## config.mk

```make
export PLATFORM = sky130hd
export DESIGN_NAME = asram_lane_ctrl
export DESIGN_NICKNAME = d
export VERILOG_FILES = /design/src/rtl/asram_pkg.sv /design/src/rtl/asram_timer.sv /design/src/rtl/asram_rdcap.sv /design/src/rtl/asram_lane_ctrl.sv
export SDC_FILE = /design/constraint.sdc
export NUM_CORES = 1
export LEC_CHECK = 0
export BUFFER_PORTS_ARGS = -buffer_cell sky130_fd_sc_hd__buf_2
export CELL_PAD_IN_SITES_DETAIL_PLACEMENT = 0
export CELL_PAD_IN_SITES_GLOBAL_PLACEMENT = 1
export CORE_MARGIN = 2
export CORE_UTILIZATION = 37
export CTS_BUF_LIST = sky130_fd_sc_hd__clkbuf_8
export CTS_CLUSTER_DIAMETER = 100
export DETAILED_ROUTE_END_ITERATION = 10
export PLACE_DENSITY = 0.86
export SLEW_MARGIN = 20
export SYNTH_ARGS = -nofsm -noshare
export SYNTH_HDL_FRONTEND = slang
export SYNTH_SLANG_ARGS = --single-unit
export TNS_END_PERCENT = 10
```

## constraint.sdc

```tcl
create_clock -name clk -period 1.72 [get_ports clk]
set_input_delay 0.258 -clock clk [delete_from_list [all_inputs] [get_ports clk]]
set_output_delay 0.258 -clock clk [all_outputs]
set_load 0.02 [all_outputs]
```

## src/rtl/asram_pkg.sv

```systemverilog
`timescale 1ns/1ps
package asram_pkg;
    localparam int LANE_W = 8;
    localparam int LANES  = 2;

    typedef enum logic [2:0] {
        ST_IDLE,
        ST_WSET,
        ST_WPUL,
        ST_WEND,
        ST_RACC,
        ST_TURN
    } asram_state_t;

    function automatic int cycles_for(input int t_ps, input int clk_ps);
        return (t_ps + clk_ps - 1) / clk_ps;
    endfunction
endpackage

```

## src/rtl/asram_timer.sv

```systemverilog
`timescale 1ns/1ps
module asram_timer #(
    parameter int CNT_W = 2
) (
    input  logic             clk,
    input  logic             rst_n,
    input  logic             load,
    input  logic [CNT_W-1:0] load_val,
    output logic             done
);
    logic [CNT_W-1:0] cnt;

    always_ff @(posedge clk or negedge rst_n) begin
        if (!rst_n) begin
            cnt <= '0;
        end else if (load) begin
            cnt <= load_val;
        end else if (cnt != '0) begin
            cnt <= cnt - 1'b1;
        end
    end

    assign done = (cnt == '0);
endmodule

```

## src/rtl/asram_rdcap.sv

```systemverilog
`timescale 1ns/1ps
module asram_rdcap
    import asram_pkg::*;
(
    input  logic                    clk,
    input  logic                    rst_n,
    input  logic                    cap_en,
    input  logic                    empty_en,
    input  logic [LANES-1:0]        lane_en,
    input  logic [LANES*LANE_W-1:0] dq_in,
    output logic                    rsp_valid,
    output logic [LANES*LANE_W-1:0] rsp_data
);
    always_ff @(posedge clk or negedge rst_n) begin
        if (!rst_n) rsp_valid <= 1'b0;
        else        rsp_valid <= cap_en | empty_en;
    end

    for (genvar g = 0; g < LANES; g++) begin : g_lane
        always_ff @(posedge clk or negedge rst_n) begin
            if (!rst_n) begin
                rsp_data[g*LANE_W +: LANE_W] <= '0;
            end else if (cap_en) begin
                rsp_data[g*LANE_W +: LANE_W] <= lane_en[g] ? dq_in[g*LANE_W +: LANE_W] : '0;
            end else if (empty_en) begin
                rsp_data[g*LANE_W +: LANE_W] <= '0;
            end
        end
    end
endmodule

```

## src/rtl/asram_lane_ctrl.sv

```systemverilog
`timescale 1ns/1ps
module asram_lane_ctrl
    import asram_pkg::*;
#(
    parameter int ADDR_W    = 18,
    parameter int CLK_PS    = 8000,
    parameter int T_PWE_PS  = 10000,
    parameter int T_SD_PS   = 7000,
    parameter int T_AA_PS   = 12000
) (
    input  logic              clk,
    input  logic              rst_n,
    input  logic              req_valid,
    output logic              req_ready,
    input  logic              req_write,
    input  logic [ADDR_W-1:0] req_addr,
    input  logic [15:0]       req_wdata,
    input  logic [1:0]        req_mask,
    output logic              rsp_valid,
    output logic [15:0]       rsp_rdata,
    output logic [ADDR_W-1:0] mem_addr,
    output logic              mem_ce_n,
    output logic              mem_we_n,
    output logic              mem_oe_n,
    output logic              mem_ub_n,
    output logic              mem_lb_n,
    output logic [15:0]       mem_dq_o,
    output logic              mem_dq_oe,
    input  logic [15:0]       mem_dq_i
);
    localparam int PWE_CYC   = cycles_for(T_PWE_PS, CLK_PS);
    localparam int SD_CYC    = cycles_for(T_SD_PS, CLK_PS);
    localparam int PULSE_RAW = (PWE_CYC > SD_CYC) ? PWE_CYC : SD_CYC;
    localparam int PULSE_CYC = (PULSE_RAW < 1) ? 1 : PULSE_RAW;
    localparam int ACC_RAW   = cycles_for(T_AA_PS, CLK_PS);
    localparam int ACC_CYC   = (ACC_RAW < 1) ? 1 : ACC_RAW;
    localparam int MAX_CYC   = (PULSE_CYC > ACC_CYC) ? PULSE_CYC : ACC_CYC;
    localparam int CNT_W     = (MAX_CYC < 2) ? 1 : $clog2(MAX_CYC);

    asram_state_t state, nxt;
    logic [ADDR_W-1:0] addr_q;
    logic [15:0]       wdata_q;
    logic [LANES-1:0]  mask_q;
    logic              accept, t_load, t_done, cap_en, empty_en;
    logic [CNT_W-1:0]  t_val;

    assign accept   = req_valid && req_ready;
    assign empty_en = accept && !req_write && (req_mask == '0);
    assign cap_en   = (state == ST_RACC) && t_done;

    // state register
    always_ff @(posedge clk or negedge rst_n) begin
        if (!rst_n) state <= ST_IDLE;
        else        state <= nxt;
    end

    // request register, loaded on every accepted request
    always_ff @(posedge clk or negedge rst_n) begin
        if (!rst_n) begin
            addr_q  <= '0;
            wdata_q <= '0;
            mask_q  <= '0;
        end else if (accept) begin
            addr_q  <= req_addr;
            wdata_q <= req_wdata;
            mask_q  <= req_mask;
        end
    end

    // next state and timer loads
    always_comb begin
        nxt    = state;
        t_load = 1'b0;
        t_val  = '0;
        unique case (state)
            ST_IDLE: begin
                if (accept && (req_mask != '0)) begin
                    if (req_write) begin
                        nxt = ST_WSET;
                    end else begin
                        nxt    = ST_RACC;
                        t_load = 1'b1;
                        t_val  = CNT_W'(ACC_CYC - 1);
                    end
                end
            end
            ST_WSET: begin
                nxt    = ST_WPUL;
                t_load = 1'b1;
                t_val  = CNT_W'(PULSE_CYC - 1);
            end
            ST_WPUL: if (t_done) nxt = ST_WEND;
            ST_WEND: nxt = ST_IDLE;
            ST_RACC: if (t_done) nxt = ST_TURN;
            ST_TURN: nxt = ST_IDLE;
            default: nxt = ST_IDLE;
        endcase
    end

    // pin decode
    always_comb begin
        req_ready = 1'b0;
        mem_ce_n  = 1'b1;
        mem_we_n  = 1'b1;
        mem_oe_n  = 1'b1;
        mem_dq_oe = 1'b0;
        unique case (state)
            ST_IDLE: req_ready = 1'b1;
            ST_WSET: begin mem_ce_n = 1'b0; mem_dq_oe = 1'b1; end
            ST_WPUL: begin mem_ce_n = 1'b0; mem_we_n = 1'b0; mem_dq_oe = 1'b1; end
            ST_WEND: begin mem_ce_n = 1'b0; mem_dq_oe = 1'b1; end
            ST_RACC: begin mem_ce_n = 1'b0; mem_oe_n = 1'b0; end
            ST_TURN: ;
            default: ;
        endcase
        mem_lb_n = mem_ce_n | ~mask_q[0];
        mem_ub_n = mem_ce_n | ~mask_q[1];
    end

    assign mem_addr = addr_q;
    assign mem_dq_o = wdata_q;

    asram_timer #(.CNT_W(CNT_W)) u_timer (
        .clk      (clk),
        .rst_n    (rst_n),
        .load     (t_load),
        .load_val (t_val),
        .done     (t_done)
    );

    asram_rdcap u_rdcap (
        .clk       (clk),
        .rst_n     (rst_n),
        .cap_en    (cap_en),
        .empty_en  (empty_en),
        .lane_en   (mask_q),
        .dq_in     (mem_dq_i),
        .rsp_valid (rsp_valid),
        .rsp_data  (rsp_rdata)
    );

    assert_lane_sel_R3: assert property (@(posedge clk) disable iff (!rst_n)
        !mem_ce_n |-> !(mem_ub_n && mem_lb_n));

    assert_write_hold_R4: assert property (@(posedge clk) disable iff (!rst_n)
        (!mem_we_n && $past(!mem_we_n)) |->
            ($stable(mem_addr) && $stable(mem_dq_o) && $stable({mem_ub_n, mem_lb_n})));

    assert_read_nodrive_R5: assert property (@(posedge clk) disable iff (!rst_n)
        !mem_oe_n |-> (mem_we_n && !mem_dq_oe));

    assert_turnaround_R7: assert property (@(posedge clk) disable iff (!rst_n)
        $rose(mem_dq_oe) |-> ($past(mem_oe_n) && mem_oe_n));

    assert_empty_no_select_R8: assert property (@(posedge clk) disable iff (!rst_n)
        (req_valid && req_ready && (req_mask == 2'b00)) |=> (mem_ce_n && req_ready));

    assert_single_pulse_R9: assert property (@(posedge clk) disable iff (!rst_n)
        rsp_valid |=> !rsp_valid);

    assert_we_gated_R10: assert property (@(posedge clk) disable iff (!rst_n)
        !mem_we_n |-> (!mem_ce_n && mem_oe_n && mem_dq_oe));

    assert_busy_select_R11: assert property (@(posedge clk) disable iff (!rst_n)
        !mem_ce_n |-> !req_ready);
endmodule

```

### Word level (Yosys, flattened, before mapping)

Cells that the tools add are included.

| storage, ports and cells | value |
|---|---|
| bits of input ports | 56 |
| word-level logic and storage cells | 55 |
| output and inout port bits | 58 |
| register bits after elaboration | 57 |

| operators by class | value |
|---|---|
| bitwise operators | 6 |
| $add $sub $neg | 1 |
| eq/ne operators | 7 |
| reduce and logical (&&, ||, !) cells | 13 |
| multiplexer cells | 20 |

Operators by type and width:

| cell | number |
|---|---|
| $mux 8 | 5 |
| $mux 3 | 4 |
| $pmux 3 s4 | 1 |
| $mux 1 | 9 |
| $eq 3x2->1 const B | 2 |
| $ne 2x2->1 const B | 3 |
| $logic_and 1x1->1 | 5 |
| $reduce_bool 2->1 | 2 |
| $reduce_or 4->1 | 1 |
| $eq 3x1->1 const B | 1 |
| $eq 3x3->1 const B | 1 |
| $logic_not 3->1 | 1 |
| $not 1->1 | 3 |
| $or 1x1->1 | 3 |
| $reduce_and 3->1 | 1 |
| $reduce_or 3->1 | 1 |
| $logic_not 2->1 | 1 |
| $pmux 1 s2 | 1 |
| $logic_not 1->1 | 1 |
| $sub 1x1->1 const B | 1 |

### Logic depth before layout (Yosys ltp)

Gate-level depths: netlist of run 1.

| depth | value |
|---|---|
| depth after elaboration | 7 |
| gate-level depth with buffers | 6 |

### Hierarchy

Synthesis of run 1 repeated with hierarchy kept, for this count alone.

| unflattened totals | value |
|---|---|
| cell total of the unflattened synthesis | 146 |
| area, all modules | 2383.5 µm² |

By module, submodules not included:

| module | area each (µm²) | cells an instance | sequential area each (µm²) | times used |
|---|---|---|---|---|
| asram_lane_ctrl | 1725.4 | 103 | 975.9 | 1 |
| asram_rdcap | 623.1 | 40 | 425.4 | 1 |
| asram_timer | 35.0 | 3 | 25.0 | 1 |

### Least setup slack after synthesis of run 1

OpenSTA, ideal clock, no wires.

| timing path | value |
|---|---|
| path type | register -> register |
| start point | register state[0] |
| end point | register mask_q[1] |
| data arrival time | 1443 ps |
| cell stages (with the launch flop) | 6 |
| path slack | 152 ps |
| required time | 1595 ps |
| setup time | 125 ps |
| path through | dfrtp_1 -> buf_2 -> nor4b_2 -> buf_4 -> buf_6 -> mux2_2 |

| on the way | value |
|---|---|
| cells in the longest elaborated chain, start to end | 3 |

RTL lines:

| item | RTL line | text |
|---|---|---|
| start, declared | asram_lane_ctrl.sv:40 | `asram_state_t state, nxt;` |
| start signal, assigned | asram_lane_ctrl.sv:54 | `else state <= nxt;` |
| $logic_not 3->1 | asram_lane_ctrl.sv:107 | `unique case (state)` |
| $mux 1 | asram_lane_ctrl.sv:107 |  |
| $logic_and 1x1->1 | asram_lane_ctrl.sv:47 | `assign accept = req_valid && req_ready;` |
| end signal, assigned | asram_lane_ctrl.sv:66 | `mask_q <= req_mask;` |
| end, declared | asram_lane_ctrl.sv:43 | `logic [LANES-1:0] mask_q;` |

Every way passes these cells.
A chain may end at the register's enable or synchronous reset.

### Worst setup path after layout of run 1

| timing path | value |
|---|---|
| start point | register state[2] |
| end point | register wdata_q[1] (netlist: mem_dq_o[1]) |

| on the way | value |
|---|---|
| cells in the longest elaborated chain, start to end | 3 |

RTL lines:

| item | RTL line | text |
|---|---|---|
| $logic_not 3->1 | asram_lane_ctrl.sv:107 |  |
| $mux 1 | asram_lane_ctrl.sv:107 |  |
| $logic_and 1x1->1 | asram_lane_ctrl.sv:47 |  |
| end signal, assigned | asram_lane_ctrl.sv:65 | `wdata_q <= req_wdata;` |
| end, declared | asram_lane_ctrl.sv:42 | `logic [15:0] wdata_q;` |

Every way passes these cells.

==> flow_summary.toml, run 1 <==
[status]
outcome = "finished clean"

[cts]
cts_buffer_depth = 2
root_buffer = "clkbuf_8"
cts-buffers-inserted = 9
cts_tree = "done"
h-tree-depth = 3
clk_latency_ps = 320
cts.sinks = 57
clkSlewWorstSetupHoldPaths_ps = 60

[final_layout]
num_antenna_cells = 0
drive_above_1_share_pct = 67.64
final_util_pct = 53.25
seqCellArea_sq_um = 1426
syn2layout_area_growth_pct = 37.90
fillers = 605
fin_nets = 361
stdcell_area_sq_um = 3401
multi_input_area_sq_um = 938.4

[power_and_ir_drop]
power_leakage_nw = 1.694
clockPowerShare_pct = 18.4
ir_drop_v = 0.0008290
p_comb_share_pct = 47.3
power.switching_w = 0.002569
p_int_w = 0.004087
power_w = 0.006656
seqPwrFrac_pct = 34.4
p_sw_share_pct = 38.59
power_density_nw_per_um2 = 1957

[drt]
drt_pass1_iterations = 4
ant_nets = 0
wirelength_microns = 5297
drc_errors = 0
via_per_inst = 4.712
post_drt_wl_per_cell_microns = 13.72
dr_total_vias = 1819
drt_iter0_drc = 50

[floorplanning]
start_util_pct = 38.62
top_level_ports = 114
dieWidth_microns = 85.64
die_h_microns = 85.64
core_area_sq_um = 6386
die_area_sq_um = 7334
row_count = 29

[placement]
io_buffer_count = 113
place_hpwl_microns = 3673
dpl_cell_area_sq_um = 3131
pre_cts_slack_ps = 164.2
gp_congestion = 0.7186

[synth]
ys.flop_type = "dfrtp_1"
synthMuxAreaShare_pct = 16.44
netlist_area_sq_um = 2466
syn_inst = 182
ys_seq_area_share_pct = 57.84
ys_ff_latch = 57
synth-edff-count = 0
yosysTopAreaCellShare_pct = 57.84
synth_xor_area_share_pct = 1.065
synth_compound_area_share_pct = 9.488
synth_fa_ha_area_share_pct = 0
synth_top_family_by_area = "multiplexers"
yosys-top-cells-area = "dfrtp_1 58%, mux2_2 16%, o22ai_2 8.1%"
ys_async_sr_fraction_pct = 100.0
synth_most_common_cell = "dfrtp_1"
synth-simple-area-share_pct = 9.995
synth_area_leader_cell = "dfrtp_1"
synth_common_cells = "57 x dfrtp_1, 36 x mux2_2, 24 x nand2_1, 16 x o22ai_2, 13 x nand2_2"
yosys_warnings = 0
syn_avg_cell_area_sq_um = 13.55
synthesis.nets = 238
yosys.cell_types.count = 23

[hold_path]
min_path_cells = 2
hold_class = "in2reg"

[sta]
skew_ps = 5.094
tightest_slew_ps = 359.9
period_share_pct = 95.27
slew_violations = 0
rsz0062_at_grt = "yes"
setup_viol = 0
final_hold_viol_count = 0
layout_setup_ws_ps = 81.37
timing.slew.headroom_pct = 76.01
final.min_clock_period_ps = 1639
fmax_ghz = 0.6103

[grt]
grt_pass1_wl_microns = 8776
grt.total_usage_pct = 15.32
antenna_found_initial = 0
grt_pass1_vias = 1889
grt_max_degree = 58
overflow = 0

[critical_path]
worstPathMaxFanout = 26
cp.arrival_ps = 1840
start_kind = "flip-flop"
ff2ff_path_depth = 4
end_kind = "flip-flop"
cp.required_ps = 1920
crit_type = "reg2reg"

[job]
cap_violations = 0
[worst max-delay path: stages (launching register included)]
cell     delay (ps)
dfrtp_1         400
buf_4           150
nor4b_4         380
buf_12          240
mux2_2          350
[cell usage in the layout, fill, tap and decap left out, types with 2 or more instances in the layout]
cell        n
clkbuf_8   11
buf_2     112
clkinv_2    2
o22ai_2    16
inv_1       2
nand2_1    24
buf_4       6
nor2_1      4
dfrtp_1    57
mux2_2     36
nor3_1      2
o21a_1      2
buf_6       4
buf_12      4
nand2_2    13
[power groups by stage]
stage               clock network (W)  logic (W)  registers [W]
floorplan                           0    0.00151        0.00287
global placement                    0    0.00298        0.00230
detailed placement                  0    0.00303        0.00233
CTS                           0.00127    0.00315        0.00230
global route                  0.00134    0.00338        0.00237
finish                        0.00122    0.00315        0.00229
[layout make-up]
type                       count  area share (%)
clock inverter                 4           1.288
tap                           77           2.833
multi-input combinational    109           27.59
clock buffer                  11           4.452
inverter                       1          0.1104
sequential                    57           41.94
timing repair buffer         127           21.78
[through the flow]
step	hold WS, ps	cells	TNS, ps
2_1_floorplan	-37.59	182	0
3_3_place_gp	283.2	366	0
3_5_place_dp	292.1	366	0
4_1_cts	148.2	386	0
5_1_grt	141.6	386	-197.6
6_report	164.5	386	0
[per-layer routing]
| metal | GRT usage, % | part of all wire [%] | wire, microns |
|---|---|---|---|
| met5 | 0 | 0 | 0 |
| met4 | 6.061 | 1.4 | 76 |
| met3 | 5.871 | 7.5 | 395 |
| met2 | 24.72 | 48 | 2560 |
| met1 | 18.53 | 43 | 2264 |
[cells by family (layout without fill, tap and decap cells)]
| kind of cell | Yosys count | after routing |
|---|---|---|
| multiplexers | 36 | 36 |
| buffers and inverters | 16 | 143 |
| AO/OA/AOI/OAI | 21 | 21 |
| flip-flops | 57 | 57 |
| AND/OR/NAND/NOR | 49 | 49 |
| XOR/XNOR | 3 | 3 |
[registers in the layout, indices dropped and copies added (netlist names)]
signal             count
u_rdcap.rsp_valid      1
mask_q                 2
state                  3
u_timer.cnt            1
mem_addr              18
u_rdcap.rsp_data      16
mem_dq_o              16
[repair_timing]
action,CTS,global route
resized for setup,6,3
hold endpoints to repair,57,0
gates cloned,0,0
pin swaps,1,1
setup buffers,4,0
endpoints found under the setup margin,5,13
hold buffers,1,0
[worst paths after layout]
check	from	end	slack (ps)
max	state[2]$_DFFE_PN0P_	mem_dq_o[1]$_DFFE_PN0P_	80
max reg2reg	state[2]$_DFFE_PN0P_	mem_dq_o[1]$_DFFE_PN0P_	80
max in group asynchronous	rst_n	u_rdcap.rsp_data[15]$_DFFE_PN0P_	980
min in group asynchronous	rst_n	u_rdcap.rsp_data[3]$_DFFE_PN0P_	480
min	req_addr[3]	mem_addr[3]$_DFFE_PN0P_	160
min reg2reg	mem_addr[2]$_DFFE_PN0P_	mem_addr[2]$_DFFE_PN0P_	500
Note: power is estimated with default switching activity, not from simulation.
==> run 2, diff against run 1 <==
Settings changed: CORE_UTILIZATION 37 to 40, MAX_ROUTING_LAYER set to met4, PLACE_DENSITY 0.86 to 0.92.
Clock period 1.72 ns to 1.99 ns, I/O delays scaled along.
==> run 2 against run 1 <==
  * Sequential cell count is the same
  * Total power shrank 17%
  * Combinational power shrank 20%
  * Critical path type is now reg2out
  * Via count grew 0.33%
  * Routed wire length shrank 7.3%
  * Clock-buffer cell count shrank 1
  * Sequential share of layout area grew 1.5 points
  * Worst hold slack gained 49 ps
  * Non-clock buffer count shrank 5
  * First-iteration DRC count shrank 18%
  * Setup slack gained 91 ps
==> flow_summary.toml, run 2 (synthesized netlist as in run 1, its figures left out) <==
[final_layout]
fin_nets = 356
fillers = 526
drive_above_1_share_pct = 66.23
mostFrequentLayoutCells = "113 x buf_2, 57 x dfrtp_1, 36 x mux2_2"
syn2layout_area_growth_pct = 33.18
largest_register_ffs = 18
final_common_cell = "buf_2"
num_antenna_cells = 0

[critical_path]
end_kind = "output pin"
cp.arrival_ps = 1520
cp.required_ps = 1690
reg2reg_slack_ps = 250
worstPathMaxFanout = 10
start_kind = "flip-flop"
crit_buf_inv = 2
slowest_stage = "or3b_2"
crit_type = "reg2out"
critPathMaxStageDelay_ps = 450
worstPathCellList = "buf_4 -> or3b_2 -> buf_2"
critPathTopFamily = "simple AND/OR/NAND/NOR gates"

[cts]
clkSlewWorstSetupHoldPaths_ps = 60
cts_tree = "done"
root_buffer = "clkbuf_8"
clk_latency_ps = 310
cts_buffer_depth = 2
cts-buffers-inserted = 9
h-tree-depth = 3
cts.sinks = 57

[grt]
overflow = 0
grt_busiest_layer = "met2"
met3_usage_pct = 4.239
antenna_found_initial = 0
use_met2_pct = 24.92
grt.total_usage_pct = 15.59
grt_pass1_vias = 1715
grt_pass1_wl_microns = 7790
use_met1_pct = 18.72
grt_max_degree = 34

[sta]
tns_ps = 0
final_hold_viol_count = 0
rsz0062_at_grt = "no"
whs_ps = 213.0
fmax_ghz = 0.5501
tightest_slew_ps = 478.3
setup_viol = 0
slew_violations = 0
period_share_pct = 91.35
skew_ps = 6.676
layout_setup_ws_ps = 172.1
timing.slew.headroom_pct = 68.11
final.min_clock_period_ps = 1818

[placement]
pre_cts_slack_ps = 260.3
place_hpwl_microns = 3638
io_buffer_count = 113
gp_congestion = 0.8253

[hold_path]
hold_class = "in2reg"

[drt]
drc_errors = 0
ant_nets = 0
wirelength_microns = 4908
post_drt_wl_per_cell_microns = 12.92
drt_iter0_drc = 41
drt_pass1_iterations = 4
via_per_inst = 4.803
dr_total_vias = 1825

[floorplanning]
die_h_microns = 82.52
dieWidth_microns = 82.52
core_area_sq_um = 5956
start_util_pct = 41.41
top_level_ports = 114
row_count = 28
die_area_sq_um = 6810

[power_and_ir_drop]
power_leakage_nw = 1.645
power_density_nw_per_um2 = 1677
power_w = 0.005509
ir_drop_v = 0.0007539

[status]
outcome = "finished clean"

[job]
cap_violations = 0
## run 2: cell count changes in the layout (fill, tap and decap cells not counted), sizes merged
cell | before | now
inv | 2 | 4
buf | 126 | 121
clkbuf | 11 | 10
## run 2: where the power goes
| group | total (W) | switching [W] | leakage [nW] | internal, W |
|---|---|---|---|---|
| combinational | 0.00251 | 0.00141 | 0.835 | 0.00110 |
| sequential | 0.00200 | 0.000328 | 0.701 | 0.00167 |
| clock | 0.000998 | 0.000404 | 0.110 | 0.000594 |
| total | 0.00551 | 0.00214 | 1.65 | 0.00337 |
## run 2: final cells by class
type / count / area (sq um) / area share [%]
Clock inverter: 6 / 51.30 / 1.562
Timing Repair Buffer: 122 / 648.1 / 19.73
Clock buffer: 10 / 137.6 / 4.190
Inverter: 1 / 3.754 / 0.1143
Multi-Input combinational cell: 109 / 923.4 / 28.11
Sequential cell: 57 / 1426 / 43.43
Tap cell: 75 / 93.84 / 2.857
## run 2: final timing paths
path,from,end,depth (start not counted)
max in group asynchronous,rst_n,mem_addr[1]$_DFFE_PN0P_,3
max,state[2]$_DFFE_PN0P_,mem_we_n,3
min,req_addr[5],mem_addr[5]$_DFFE_PN0P_,2
min reg2reg,mem_dq_o[9]$_DFFE_PN0P_,mem_dq_o[9]$_DFFE_PN0P_,1
min in group asynchronous,rst_n,u_rdcap.rsp_data[6]$_DFFE_PN0P_,2
max reg2reg,state[0]$_DFFE_PN0P_,mem_dq_o[15]$_DFFE_PN0P_,3
## run 2: stage by stage
stage / instances / area [sq um] / util [%]
global route: 380 / 3284 / 55.15
floorplan: 182 / 2466 / -
CTS: 380 / 3282 / 55.11
global placement: 363 / 3083 / 51.76
finish: 380 / 3284 / 55.15
detailed placement: 363 / 3083 / 51.76
## run 2: timing repair
action | in CTS | in global routing
buffers inserted | 0 | 0
resized for setup | 0 | 1
hold buffers | 1 | 0
endpoints found under the hold margin | 5 | 0
setup endpoints to repair | 0 | 3
## run 2: per-layer routing
| layer | part of all wire [%] | vias to the layer above | routed length, microns |
|---|---|---|---|
| met5 | 0 | - | 0 |
| met4 | 1.2 | 0 | 61 |
| met3 | 7.3 | 9 | 358 |
| met2 | 48 | 73 | 2369 |
| met1 | 43 | 877 | 2118 |
| li1 | - | 866 | - |
## run 2: worst reg2reg max path: cells and delay by family, from the launching register on
family	cells	cell delay, ps
flops	1	480
buf+inv	1	360
simple gates	1	390
mux	1	390
==> run 3, diff against run 2 <==
Settings changed: ABC_AREA set to 1, CORE_UTILIZATION 40 to 37.
==> run 3 against run 2 <==
  * Non-clock buffer count shrank 5
  * Global-route usage grew 0.72 points
  * Fmax grew 4.7%
  * Routed wire length rose by 10%
  * Via count up 13%
  * Design area decreased by 2.3%
  * Worst hold slack lost 42 ps
  * Cell count is 22% higher
  * Sequential cell count unchanged
  * Utilization shrank 4.3 points
  * Critical path type unchanged
  * Largest power group unchanged
==> flow_summary.toml, run 3 <==
[drt]
post_drt_wl_per_cell_microns = 11.66
drt_pass1_iterations = 4
wirelength_microns = 5397
via_per_inst = 4.449
drt_iter0_drc = 75
ant_nets = 0
drc_errors = 0
dr_total_vias = 2060

[power_and_ir_drop]
ir_drop_v = 0.0008017
power_leakage_nw = 1.928
power_density_nw_per_um2 = 1736

[sta]
fmax_ghz = 0.5761
timing.slew.headroom_pct = 62.63
skew_ps = 4.405
tightest_slew_ps = 559.7
final.min_clock_period_ps = 1736
setup_viol = 0
period_share_pct = 87.23
rsz0062_at_grt = "no"
slew_violations = 0
final_hold_viol_count = 0
tns_ps = 0

[critical_path]
start_kind = "flip-flop"
cpMostUsedCell = "nor2_1"
ff2ff_path_depth = 6
cp.arrival_ps = 1440
crit_path_start = "state[0]$_DFFE_PN0P_"
crit_buf_inv = 2
timing.rr.start = "state[0]$_DFFE_PN0P_"
end_kind = "output pin"
cp.required_ps = 1690
worstPathMaxFanout = 4
slowest_stage = "dfrtp_1"
critPathMaxStageDelay_ps = 420
critPathTopFamily = "simple AND/OR/NAND/NOR gates"
crit_type = "reg2out"
reg2reg_slack_ps = 340
timing.rr.end = "mem_addr[7]$_DFFE_PN0P_"
worstPathCellList = "nor2_4 -> nor2_1 -> nor2_1 -> inv_1 -> nand2_1 -> buf_2"

[final_layout]
fin_nets = 437
largest_register_ffs = 18
syn2layout_area_growth_pct = 33.87
mostFrequentLayoutCells = "130 x nand2_1, 113 x buf_2, 57 x dfrtp_1"
stdcell_area_sq_um = 3209
num_antenna_cells = 0
drive_above_1_share_pct = 39.38
final_common_cell = "nand2_1"
fillers = 634

[floorplanning]
core_area_sq_um = 6314
die_area_sq_um = 7139
row_count = 29
top_level_ports = 114
dieWidth_microns = 84.50
die_h_microns = 84.50
start_util_pct = 37.97

[synth]
syn_avg_cell_area_sq_um = 9.115
synth_area_leader_cell = "dfrtp_1"
synth_common_cells = "130 x nand2_1, 57 x dfrtp_1, 27 x nand3_1, 11 x nand2_2, 9 x inv_1"
syn_inst = 263
netlist_area_sq_um = 2397
ys_async_sr_fraction_pct = 100.0
synthesis.nets = 319
yosys_warnings = 0
ys.flop_type = "dfrtp_1"
synth-edff-count = 0
synth_most_common_cell = "nand2_1"
yosys.cell_types.count = 19
yosysTopAreaCellShare_pct = 59.50
yosys-top-cells-area = "dfrtp_1 59%, nand2_1 20%, nand3_1 5.6%"
ys_ff_latch = 57
ys_seq_area_share_pct = 59.50

[cts]
post_cts_resized = 0
h-tree-depth = 3
root_buffer = "clkbuf_8"
clk_latency_ps = 320
cts_buffer_depth = 2
clkSlewWorstSetupHoldPaths_ps = 60
cts_tree = "done"
cts-buffers-inserted = 9
cts.sinks = 57

[placement]
dpl_cell_area_sq_um = 2970
place_hpwl_microns = 3928
io_buffer_count = 113
gp_congestion = 0.7731

[status]
outcome = "finished clean"

[grt]
grt_pass1_wl_microns = 8976
antenna_found_initial = 0
grt_max_degree = 36
grt_pass1_vias = 2043
overflow = 0
grt.total_usage_pct = 16.30

[hold_path]
min_to = "u_rdcap.rsp_data[5]$_DFFE_PN0P_"
min_path_cells = 3
worstHoldStart = "mem_dq_i[5]"
hold_class = "in2reg"

[job]
cap_violations = 0
-- run 3: final cells by class --
| cell class | instances | area [sq um] | share of cell area [%] |
|---|---|---|---|
| Clock inverter | 5 | 77.57 | 2.417 |
| Timing Repair Buffer | 117 | 598.1 | 18.64 |
| Tap cell | 77 | 96.34 | 3.002 |
| Sequential cell | 57 | 1426 | 44.44 |
| Clock buffer | 11 | 151.4 | 4.717 |
| Inverter | 12 | 45.04 | 1.404 |
| Multi-Input combinational cell | 184 | 814.5 | 25.38 |
-- run 3: worst max-delay path by stage --
stage | end | slack, ps | cells past startpoint
after floorplan | mem_lb_n | 370 | 5
after global placement | mask_q[1]$_DFFE_PN0P_ | 380 | 6
after detailed placement | mem_addr[7]$_DFFE_PN0P_ | 320 | 6
after CTS | mem_ub_n | 220 | 6
after global routing | mem_lb_n | 130 | 6
final | mem_ub_n | 250 | 6
-- run 3: report_power, final --
part           leakage (nW)  total, W  switching [W]  internal [W]
logic                  1.09   0.00236        0.00161      0.000758
registers             0.725   0.00199       0.000309       0.00168
clock network         0.115   0.00121       0.000446      0.000769
total                  1.93   0.00557        0.00236       0.00321
-- run 3: worst min-delay path: stages --
cell,delay (ps)
buf_2,70
nand2_1,40
nand2_1,50
-- run 3: stage by stage --
step / std cells / worst slack [ps] / utilization (%) / hold WS [ps] / power [W]
floorplan: 263 / 369.9 / - / 2.909 / 0.003679
global placement: 446 / 379.9 / 47.05 / 267.3 / 0.004363
detailed placement: 446 / 318.0 / 47.05 / 263.7 / 0.004420
CTS: 463 / 219.9 / 50.83 / 149.2 / 0.005658
global route: 463 / 125.2 / 50.83 / 163.6 / 0.005998
finish: 463 / 254.1 / 50.83 / 171.3 / 0.005573
-- run 3: repair_timing --
action | in CTS | in global routing
hold endpoints to repair | 18 | 0
hold buffers | 1 | 0
buffers inserted | 0 | 0
-- run 3: kinds of logic (layout without fill, tap and decap cells) --
| kind of cell | after synthesis | count (layout) | share of synthesized area [%] |
|---|---|---|---|
| AOI/OAI and AO/OA | 5 | 5 | 1.148 |
| buffers and inverters | 22 | 145 | 6.523 |
| and+or+nand+nor | 179 | 179 | 32.83 |
| DFF | 57 | 57 | 59.50 |
-- run 3: per-layer routing --
metal / track usage [%] / up-vias / share of wire, %
met4: 7.359 / 0 / 1.2
met1: 19.07 / 932 / 44
met3: 3.835 / 7 / 6.6
li1: - / 1049 / -
met5: - / - / 0
met2: 26.70 / 72 / 49
